<file path="config.mk">
export PLATFORM = sky130hd
export DESIGN_NAME = polar_pipe_dec
export DESIGN_NICKNAME = d
export VERILOG_FILES = /design/src/rtl/polar_pipe_pkg.sv /design/src/rtl/pcd_encode.sv /design/src/rtl/pcd_node.sv /design/src/rtl/polar_pipe_dec.sv
export SDC_FILE = /design/constraint.sdc
export NUM_CORES = 1
export LEC_CHECK = 0
export BUFFER_PORTS_ARGS = -buffer_cell sky130_fd_sc_hd__buf_4
export CAP_MARGIN = 20
export CORE_MARGIN = 10
export CORE_UTILIZATION = 60
export DETAILED_ROUTE_END_ITERATION = 10
export PLACE_DENSITY_LB_ADDON = 0.05
export SLEW_MARGIN = 0
export SYNTH_ARGS = -nofsm -noshare
export SYNTH_HDL_FRONTEND = slang
export SYNTH_SLANG_ARGS = --single-unit
</file>
<file path="constraint.sdc">
create_clock -name clk -period 21.8 [get_ports clk]
set_input_delay 5.45 -clock clk [delete_from_list [all_inputs] [get_ports clk]]
set_output_delay 5.45 -clock clk [all_outputs]
set_load 0.03 [all_outputs]
</file>
<file path="src/rtl/polar_pipe_pkg.sv">
package polar_pipe_pkg;

    // Check-node update: min-sum approximation on integer magnitudes.
    function automatic int cn_minsum(input int a, input int b);
        int ma;
        int mb;
        int m;
        ma = (a < 0) ? -a : a;
        mb = (b < 0) ? -b : b;
        m  = (ma < mb) ? ma : mb;
        return ((a < 0) != (b < 0)) ? -m : m;
    endfunction

    // Variable-node update b + (1-2v)*a, clamped to the symmetric q-bit range.
    function automatic int vn_clamp(input int a, input int b, input logic v, input int q);
        int lim;
        int s;
        lim = (1 << (q - 1)) - 1;
        s   = v ? (b - a) : (b + a);
        if (s > lim)  s = lim;
        if (s < -lim) s = -lim;
        return s;
    endfunction

endpackage

</file>
<file path="src/rtl/pcd_encode.sv">
module pcd_encode #(
    parameter int M = 4
) (
    input  logic [M-1:0] u,
    output logic [M-1:0] x
);

    // Butterfly passes with growing stride produce the partial-sum vector.
    always_comb begin
        logic [M-1:0] t;
        t = u;
        for (int h = 1; h < M; h = h * 2) begin
            for (int j = 0; j < M; j++) begin
                if ((j & h) == 0) begin
                    t[j] = t[j] ^ t[j + h];
                end
            end
        end
        x = t;
    end

endmodule

</file>
<file path="src/rtl/pcd_node.sv">
module pcd_node
    import polar_pipe_pkg::*;
#(
    parameter int M = 4,
    parameter int Q = 6
) (
    input  logic [M*Q-1:0] llr,
    input  logic [M-1:0]   info,
    output logic [M-1:0]   u
);

    generate
        if (M == 1) begin : g_leaf
            // Hard decision gated by the data mask; a zero likelihood decides 0.
            assign u[0] = info[0] & ($signed(llr) < 0);
        end else begin : g_split
            localparam int H = M / 2;

            logic [H*Q-1:0] cn_vec;
            logic [H*Q-1:0] vn_vec;
            logic [H-1:0]   left_u;
            logic [H-1:0]   right_u;
            logic [H-1:0]   left_ps;

            always_comb begin
                for (int j = 0; j < H; j++) begin
                    cn_vec[j*Q +: Q] = Q'(cn_minsum(int'($signed(llr[j*Q +: Q])),
                                                    int'($signed(llr[(j+H)*Q +: Q]))));
                end
            end

            pcd_node #(.M(H), .Q(Q)) u_left (
                .llr  (cn_vec),
                .info (info[H-1:0]),
                .u    (left_u)
            );

            pcd_encode #(.M(H)) u_left_ps (
                .u (left_u),
                .x (left_ps)
            );

            always_comb begin
                for (int j = 0; j < H; j++) begin
                    vn_vec[j*Q +: Q] = Q'(vn_clamp(int'($signed(llr[j*Q +: Q])),
                                                   int'($signed(llr[(j+H)*Q +: Q])),
                                                   left_ps[j], Q));
                end
            end

            pcd_node #(.M(H), .Q(Q)) u_right (
                .llr  (vn_vec),
                .info (info[M-1:H]),
                .u    (right_u)
            );

            assign u = {right_u, left_u};
        end
    endgenerate

endmodule

</file>
<file path="src/rtl/polar_pipe_dec.sv">
module polar_pipe_dec
    import polar_pipe_pkg::*;
#(
    parameter int N = 8,
    parameter int Q = 6
) (
    input  logic           clk,
    input  logic           rst_n,
    input  logic           in_valid,
    input  logic [N*Q-1:0] in_llr,
    input  logic [N-1:0]   in_info,
    output logic           out_valid,
    output logic [N-1:0]   out_bits
);

    localparam int H  = N / 2;
    localparam int HW = H * Q;

    typedef struct packed {
        logic           mid_valid;
        logic [N*Q-1:0] mid_llr;
        logic [H-1:0]   mid_ps;
        logic [H-1:0]   mid_info_hi;
        logic [H-1:0]   mid_u_lo;
        logic           out_valid;
        logic [N-1:0]   out_bits;
    } pipe_t;

    pipe_t st_d;
    pipe_t st_q;

    logic [HW-1:0] front_cn;
    logic [H-1:0]  front_u;
    logic [H-1:0]  front_ps;
    logic [HW-1:0] back_vn;
    logic [H-1:0]  back_u;

    // Front half: check-node layer on the incoming word.
    always_comb begin
        for (int j = 0; j < H; j++) begin
            front_cn[j*Q +: Q] = Q'(cn_minsum(int'($signed(in_llr[j*Q +: Q])),
                                              int'($signed(in_llr[(j+H)*Q +: Q]))));
        end
    end

    pcd_node #(.M(H), .Q(Q)) u_front (
        .llr  (front_cn),
        .info (in_info[H-1:0]),
        .u    (front_u)
    );

    pcd_encode #(.M(H)) u_front_ps (
        .u (front_u),
        .x (front_ps)
    );

    // Back half: variable-node layer on the stored word and its partial sums.
    always_comb begin
        for (int j = 0; j < H; j++) begin
            back_vn[j*Q +: Q] = Q'(vn_clamp(int'($signed(st_q.mid_llr[j*Q +: Q])),
                                            int'($signed(st_q.mid_llr[(j+H)*Q +: Q])),
                                            st_q.mid_ps[j], Q));
        end
    end

    pcd_node #(.M(H), .Q(Q)) u_back (
        .llr  (back_vn),
        .info (st_q.mid_info_hi),
        .u    (back_u)
    );

    always_comb begin
        st_d           = st_q;
        st_d.mid_valid = in_valid;
        if (in_valid) begin
            st_d.mid_llr     = in_llr;
            st_d.mid_ps      = front_ps;
            st_d.mid_info_hi = in_info[N-1:H];
            st_d.mid_u_lo    = front_u;
        end
        st_d.out_valid = st_q.mid_valid;
        if (st_q.mid_valid) begin
            st_d.out_bits = {back_u, st_q.mid_u_lo};
        end
    end

    always_ff @(posedge clk or negedge rst_n) begin
        if (!rst_n) begin
            st_q <= '0;
        end else begin
            st_q <= st_d;
        end
    end

    assign out_valid = st_q.out_valid;
    assign out_bits  = st_q.out_bits;

    AST_LATENCY_FILL: assert property (@(posedge clk) disable iff (!rst_n)
        in_valid |=> ##1 out_valid);

    AST_LATENCY_EMPTY: assert property (@(posedge clk) disable iff (!rst_n)
        !in_valid |=> ##1 !out_valid);

    AST_FROZEN_ZERO: assert property (@(posedge clk) disable iff (!rst_n)
        out_valid |-> ((out_bits & ~$past(in_info, 2)) == '0));

    AST_PS_PARITY: assert property (@(posedge clk) disable iff (!rst_n)
        st_q.mid_valid |=> ((^out_bits[H-1:0]) == $past(st_q.mid_ps[0])));

    AST_IDLE_HOLD: assert property (@(posedge clk) disable iff (!rst_n)
        !out_valid |-> $stable(out_bits));

endmodule

</file>
==> metrics.cfg, run 1 <==
[synth]
postSynthAreaPerCell_um2 = 7.839
synth.most_common_cell = ha_1
synth_simple_gate_area_frac = 0.2002
yosys-top-cells-area = ha_1, dfrtp_1, xnor2_1, a21oi_1, mux2_2
muxShareOfSynthArea = 0.07428
synthDistinctLibCells = 107
netlist_instances = 2439
synth_top_family_by_area = adder cells
synth-seq-cells = 69
yosys.area.top_type_share = 0.2552
async_flop_share = 1.000
synth_xor_area_frac = 0.09503
synth_top_cell_by_area = ha_1
ys_seq_area_frac = 0.09031
synth_flop_cell = dfrtp_1
synth_compound_area_frac = 0.2219
ys_top_cells_by_count = ha_1, nand2_1, nor2_1, a21oi_1, inv_1
synth_adder_area_share = 0.2704
synth_edf_count = 0
yosys_warnings = 0
synth_area_mm2 = 0.01912

[clocking]
cts.sinks = 69
cts_max_path_buffers = 2
clk_latency_ns = 0.34
cts_tree = yes
cts.clk_slew.worst_paths_ns = 0.06
root_buffer = clkbuf_16
cts_buffers = 9
htree_levels = 3

[timing]
finalSetupViolCount = 5
rsz0062_at_grt = yes
slew_headroom = 0.3687
layout_worst_path_cycle_share = 1.141
finalWorstSetupSlack_ns = -3.071
maxSlewViolCount = 0
hold_viol = 0
timing.final.crit_period_ns = 24.87
fmax_mhz = 40.21
tightest_slew_ns = 0.9469
hold_slack_ns = 0.5101
skew_ns = 0.007839

[floorplanning]
initial_utilization = 0.6074
die-area_mm2 = 0.03940
die_w_um = 198.5
die_y_um = 198.5
core_mm2 = 0.03147
row_count = 65
io_pins = 68

[final_layout]
drive_gt1_frac = 0.2639
fin_area_mm2 = 0.02617
final_nets = 3724
area_growth_pct = 36.87

[detailed_routing]
drt-initial-drc-count = 1277
avgViaCountPerCell = 5.654
detail_route.first_pass.iterations = 8
vias = 20750
wl_per_cell_um = 15.42
drtAntennaViolNets = 0
finalWirelength_um = 56580
route.detailed.drc = 0

[hold_path]
min_path_cells = 1
min_path_type = register to register
hold_start = out_bits[4]$_DFFE_PN0P_
min_to = out_bits[4]$_DFFE_PN0P_

[setup_path]
ff2ff_path_depth = 115
crit_required_ns = 22.02
endpoint_kind = register
cp_num_buf_inv = 5
path_max_fanout = 8
reg2reg_setup_slack_ns = 1.14
cp.depth = 111
path_common_cell = o21a_1
cp_slowest_cell = or4_1
arrival_ns = 25.09
r2r-start = st_q[27]$_DFFE_PN0P_
reg2reg_to = out_bits[7]$_DFFE_PN0P_
critical-path-top-delay-family = compound AO/OA/AOI/OAI gates
critPathLaunchType = input port
crit_type = input port to register
cpPeakStageDelay_ns = 0.56

[global_routing]
grt_start_max_net_pins = 81
grt_pass1_vias = 20410
antenna_found_initial = 1
grt_overflow = 0
grt_pass1_wl_um = 91950
grtUsageTotal = 0.2721

[place]
portBuffers = 67
place_area_mm2 = 0.02463
hpwl_um = 44940
place_congestion = 0.9159

[job]
cap_violations = 0

[run_status]
status = complete, but fails checks
violations = setup timing

==> per-stage QoR <==
stage	utilization	TNS [ns]	setup WS [ns]	cells
5_1_grt	0.8313	-18.71	-4.182	3669
3_5_place_dp	0.7825	-16.66	-3.843	3592
3_3_place_gp	0.7825	-12.81	-3.051	3592
4_1_cts	0.8043	-12.11	-2.914	3628
2_1_floorplan	-	-9.696	-2.524	2777
6_report	0.8314	-12.96	-3.071	3670
==> registers in the layout, indices dropped and copies added (netlist names) <==
name / flops
st_d: 1
out_valid: 1
out_bits: 8
st_q: 59
==> layout make-up <==
type,instances,area [µm²]
clock inverters,4,47.55
fillers,2061,5306
repair buffers,529,4031
diodes,1,2.502
clock buffers,11,252.7
multi-input cells,2482,18930
inverters,172,674.4
flip-flops and latches,69,1727
well taps,402,503.0
==> routing by layer <==
layer / share of wire / global-route usage
met5: 0 / 0
met4: 0.026 / 0.07658
met3: 0.034 / 0.01487
met2: 0.51 / 0.5035
met1: 0.43 / 0.3319
==> cell usage in the layout, fill, tap and decap left out, drive strengths merged, types with 8 or more instances in the layout <==
cell type	instances
xor2	71
conb	340
clkbuf	11
inv	172
or3	16
nand2b	45
a31oi	26
nor2b	59
fa	12
xnor2	127
nor2	172
a22oi	8
nor3	71
nor4	11
nand3	62
nand4	29
nand2	182
o21a	47
mux2	72
or2	8
mux2i	53
ha	390
dfrtp	69
o21bai	8
o31ai	21
and2	31
a21boi	10
a21oi	169
o22ai	10
o211ai	21
a211oi	31
a21o	56
buf	529
nor3b	10
and3	25
o21ai	157
==> how the worst max path moves through the flow <==
stage                     from                    to  slack (ns)
global route         in_llr[0]  st_q[17]$_DFFE_PN0P_       -4.18
finish              in_llr[37]  st_q[17]$_DFFE_PN0P_       -3.07
floorplan            in_llr[6]  st_q[17]$_DFFE_PN0P_       -2.52
global placement     in_llr[6]  st_q[17]$_DFFE_PN0P_       -3.05
CTS                  in_llr[7]  st_q[17]$_DFFE_PN0P_       -2.91
detailed placement   in_llr[6]  st_q[17]$_DFFE_PN0P_       -3.84
==> cells by family after synthesis <==
group                      count (synthesis)
buffers and inverters                    227
AOI/OAI and AO/OA                        649
other                                      2
DFF                                       69
adders and majority gates                407
muxes                                    128
xor gates and xnor gates                 200
and+or+nand+nor                          757
==> repair_timing <==
action / in CTS / in global routing
gates resized for setup: 51 / 140
setup buffers: 21 / 45
hold buffers: 0 / 0
endpoints found under the hold margin: 0 / 0
pin swaps: 31 / 91
cloned: 1 / 0
endpoints found under the setup margin: 6 / 7
Power of run 1 is left out: the tool's default activity adds up to more than one toggle a clock period on the data nets, which glitch-free logic cannot reach.
==> run 2, diff against run 1 <==
Settings changed: PLACE_DENSITY set to 0.77, PLACE_DENSITY_LB_ADDON 0.05 to unset.
==> run 2 against run 1 <==
Core utilization up 0.060 points. Largest cell class unchanged. Sequential share of layout area about the same. Flip-flop and latch count unchanged. Register-to-register slack better by 0.39 ns. Non-clock buffer count up 3. Via count down 0.33%. The run still ends with setup timing left. Fmax down 0.46%. Worst hold slack better by 0.0078 ns. Highest routed layer unchanged.
==> metrics.cfg, run 2 (synthesized netlist as in run 1, its figures left out) <==
[detailed_routing]
finalWirelength_um = 55760
drtAntennaViolNets = 0
detail_route.first_pass.iterations = 5
wl_per_cell_um = 15.18
vias = 20680
drt-initial-drc-count = 1246
route.detailed.drc = 0
avgViaCountPerCell = 5.631

[job]
cap_violations = 0

[clocking]
cts.sinks = 69
cts_max_path_buffers = 2
cts_tree = yes
root_buffer = clkbuf_16
cts.clk_slew.worst_paths_ns = 0.07
clk_latency_ns = 0.35
cts_buffers = 9
htree_levels = 3

[timing]
rsz0062_at_grt = yes
skew_ns = 0.01165
finalSetupViolCount = 5
hold_viol = 0
layout_worst_path_cycle_share = 1.146
slew_headroom = 0.3937
maxSlewViolCount = 0
fmax_mhz = 40.02
hold_slack_ns = 0.5179
timing.final.crit_period_ns = 24.99
tightest_slew_ns = 0.9095
finalWorstSetupSlack_ns = -3.187

[floorplanning]
die-area_mm2 = 0.03940
die_y_um = 198.5
io_pins = 68
row_count = 65
core_mm2 = 0.03147
die_w_um = 198.5
initial_utilization = 0.6074

[final_layout]
area_growth_pct = 36.97
antennaDiodeCount = 0
final_common_cell = buf_4
final_cell_mix = buf_4, ha_1, conb_1, nand2_1, nor2_1
fill_cells = 2035
regMostFlops = st_q
regArea_mm2 = 0.001727
multi_input_area_mm2 = 0.01888
final_nets = 3727
drive_gt1_frac = 0.2620
largest_reg_flops = 59
final_util = 0.8320

[setup_path]
critical-path-top-delay-family = compound AO/OA/AOI/OAI gates
path_common_cell = o21a_1
critPathLaunchType = input port
critPathLaunch = in_llr[6]
cp_slowest_cell = fa_2
endpoint_kind = register
crit_type = input port to register
r2r-start = st_q[21]$_DFFE_PN0P_
cpPeakStageDelay_ns = 0.39
cp_num_buf_inv = 10
arrival_ns = 25.22
crit_required_ns = 22.03
path_max_fanout = 8

[global_routing]
antenna_found_initial = 0
grt_start_max_net_pins = 81
grt_overflow = 0
grtUsageTotal = 0.2711
grt_pass1_vias = 20380
grt_pass1_wl_um = 91590

[hold_path]
min_path_type = register to register
hold_start = st_q[61]$_DFFE_PN0P_

[place]
place_congestion = 0.9179
dp_slack_ns = -3.765
portBuffers = 67
hpwl_um = 43910

[run_status]
status = complete, but fails checks
violations = setup timing

-- run 2: cell count changes in the layout (fill, tap and decap cells not counted), sizes merged --
cell | before | now
diode | 1 | 0
buf | 529 | 532
clkinvlp | 1 | 2
bufinv | 1 | 2
clkinv | 2 | 1
-- run 2: cell type report --
type	count	share of cell area
sequential	69	0.06594
tap	402	0.01921
clock buffer	11	0.009269
clock inverter	5	0.003201
multi-input combinational	2482	0.7211
timing repair buffer	532	0.1556
inverter	172	0.02575
-- run 2: through the flow --
| stage | cells | setup TNS [ns] | cell area (µm²) |
|---|---|---|---|
| finish | 3673 | -13.25 | 26190 |
| global route | 3673 | -19.17 | 26190 |
| CTS | 3649 | -11.49 | 25540 |
| detailed placement | 3579 | -16.03 | 24540 |
| global placement | 3579 | -12.16 | 24540 |
| floorplan | 2777 | -9.696 | 20910 |
-- run 2: worst paths after layout --
path	endpoint	slack, ns	depth (start not counted)
max	st_q[17]$_DFFE_PN0P_	-3.19	121
min	st_q[61]$_DFFE_PN0P_	0.52	1
max reg2reg	out_bits[7]$_DFFE_PN0P_	1.53	116
min reg2reg	st_q[61]$_DFFE_PN0P_	0.52	1
max in group asynchronous	st_q[52]$_DFFE_PN0P_	15.97	1
min in group asynchronous	st_q[58]$_DFFE_PN0P_	5.21	1
-- run 2: what timing repair did --
item / 4_1_cts / 5_1_grt
setup buffers: 53 / 24
pin swaps: 51 / 61
gates resized for setup: 68 / 109
hold buffers: 0 / 0
cloned: 1 / 0
endpoints found under the setup margin: 6 / 7
-- run 2: per-layer routing --
layer | global-route usage | vias to the layer above | wire [µm]
met5 | 0 | - | 0
met4 | 0.07968 | 0 | 1429
met1 | 0.3271 | 9815 | 23930
met2 | 0.5028 | 514 | 28260
met3 | 0.01740 | 118 | 2140
li1 | - | 10230 | -
-- run 2: worst register-to-register path, delay by kind of cell, from the launching register on --
family                   cells  cell delay (ns)
adder cells (fa/ha/maj)     12             3.78
flip-flops                   1             0.37
XOR/XNOR                     6             1.10
buffers and inverters        8             0.98
multiplexers                 5             1.34
AO/OA/AOI/OAI               47             7.42
AND/OR/NAND/NOR             38             5.10
Power of run 2 is left out for the same reason.
==> run 3, diff against run 2 <==
Settings changed: CTS_BUF_LIST set to sky130_fd_sc_hd__clkbuf_4, SKIP_LAST_GASP set to 1.
==> run 3 against run 2 <==
The flow still finishes with violations (setup timing). Flip-flop and latch count did not move. Fmax rose by 0.78%. Core utilization rose by 0.68 points. Largest cell class unchanged. Via count rose by 1.4%. Highest routed layer unchanged. Die area did not move. First-iteration DRC count rose by 3.3%. Worst hold slack improved by 0.016 ns.
==> metrics.cfg, run 3 (synthesized netlist as in run 1, its figures left out) <==
[detailed_routing]
drt-initial-drc-count = 1287
vias = 20980
drtAntennaViolNets = 0
route.detailed.drc = 0
finalWirelength_um = 57590
avgViaCountPerCell = 5.682
detail_route.first_pass.iterations = 8
wl_per_cell_um = 15.60

[job]
cap_violations = 0

[timing]
tightest_slew_ns = 0.9076
fmax_mhz = 40.33
slew_headroom = 0.3949
rsz0062_at_grt = yes
maxSlewViolCount = 0
timing.final.crit_period_ns = 24.79
finalSetupViolCount = 5
skew_ns = 0.03330
hold_viol = 0
layout_worst_path_cycle_share = 1.137
finalWorstSetupSlack_ns = -2.994

[global_routing]
gr-usage-met2 = 0.4967
grt_overflow = 0
grtUsageMet3 = 0.02045
grt_start_max_net_pins = 81
grt_pass1_vias = 20370
busiest_layer = met2
antenna_found_initial = 1
grt_pass1_wl_um = 91300
met1_usage = 0.3266
grtUsageTotal = 0.2700

[setup_path]
arrival_ns = 25.16
path_common_cell = o21a_1
cpPeakStageDelay_ns = 0.43
critPathLaunchType = input port
cp_slowest_cell = o41ai_4
endpoint_kind = register
path_max_fanout = 8
crit_type = input port to register
crit_required_ns = 22.17

[final_layout]
regMostFlops = st_q
drive_gt1_frac = 0.2761
final_cell_count_no_fill = 3692
fill_cells = 1974
final_nets = 3745
final_cell_mix = buf_4, ha_1, conb_1, nand2_1, nor2_1
largest_reg_flops = 59
area_growth_pct = 38.08
final_common_cell = buf_4

[floorplanning]
die-area_mm2 = 0.03940
die_w_um = 198.5
row_count = 65
io_pins = 68
die_y_um = 198.5
initial_utilization = 0.6074
core_mm2 = 0.03147

[place]
dp.cells = 3579
portBuffers = 67
hpwl_um = 43910
place_congestion = 0.9179

[run_status]
status = complete, but fails checks
violations = setup timing

[clocking]
cts.clk_slew.worst_paths_ns = 0.13
root_buffer = clkbuf_4
cts.sinks = 69
holdBufCountCts = 0
cts_max_path_buffers = 2
cts_buffers = 9
htree_levels = 3
clk_latency_ns = 0.48
cts_tree = yes

[hold_path]
min_path_type = register to register

[run 3: cell count changes in the layout (fill, tap and decap cells not counted), sizes merged]
| cell | previous run | this run |
|---|---|---|
| buf | 532 | 549 |
| clkinv | 1 | 2 |
| diode | 0 | 1 |
[run 3: worst max-delay path, delay by kind of cell]
kind | cells | cell delay (ns)
buffers and inverters | 11 | 1.20
AO/OA/AOI/OAI | 49 | 8.21
XOR/XNOR | 9 | 1.81
AND/OR/NAND/NOR | 26 | 3.46
adder cells (fa/ha/maj) | 13 | 3.34
multiplexers | 8 | 1.67
[run 3: worst paths after layout]
path                                 startpoint                       to  slack, ns  depth (start not counted)
max                                   in_llr[6]     st_q[17]$_DFFE_PN0P_      -2.99                        116
max in group asynchronous                 rst_n     st_q[53]$_DFFE_PN0P_      16.09                          1
min in group asynchronous                 rst_n     st_q[61]$_DFFE_PN0P_       5.07                          1
min                        st_q[11]$_DFFE_PN0P_  out_bits[2]$_DFFE_PN0P_       0.53                          1
min reg2reg                st_q[11]$_DFFE_PN0P_  out_bits[2]$_DFFE_PN0P_       0.53                          1
max reg2reg                st_q[34]$_DFFE_PN0P_  out_bits[7]$_DFFE_PN0P_       1.42                        116
[run 3: final cells by class]
class / count / area (µm²) / share of cell area
clock buffer: 10 / 75.07 / 0.002844
tap: 402 / 503.0 / 0.01905
antenna: 1 / 2.502 / 0.00009479
multi-input combinational: 2482 / 19110 / 0.7240
clock inverter: 6 / 87.58 / 0.003318
timing repair buffer: 550 / 4218 / 0.1598
sequential: 69 / 1727 / 0.06541
inverter: 172 / 674.4 / 0.02555
[run 3: through the flow]
stage | worst slack [ns] | hold slack, ns | util | setup TNS [ns] | area (µm²)
3_3_place_gp | -2.967 | 0.4899 | 0.7798 | -12.16 | 24540
3_5_place_dp | -3.765 | 0.5072 | 0.7798 | -16.03 | 24540
5_1_grt | -4.066 | 0.5517 | 0.8388 | -18.07 | 26400
4_1_cts | -2.682 | 0.5311 | 0.8062 | -10.81 | 25370
2_1_floorplan | -2.524 | 0.3519 | - | -9.696 | 20910
6_report | -2.994 | 0.5335 | 0.8388 | -12.42 | 26400
[run 3: repair_timing]
action / in CTS / in global routing
endpoints found under the setup margin: 6 / 7
pin swaps: 52 / 91
gates cloned: 1 / 0
gates resized for setup: 66 / 159
setup buffers: 53 / 42
[run 3: layer usage]
metal / part of all wire / vias up
met3: 0.043 / 139
li1: - / 10270
met5: 0 / -
met2: 0.51 / 594
met1: 0.42 / 9976
met4: 0.027 / 0
Power of run 3 is left out for the same reason.
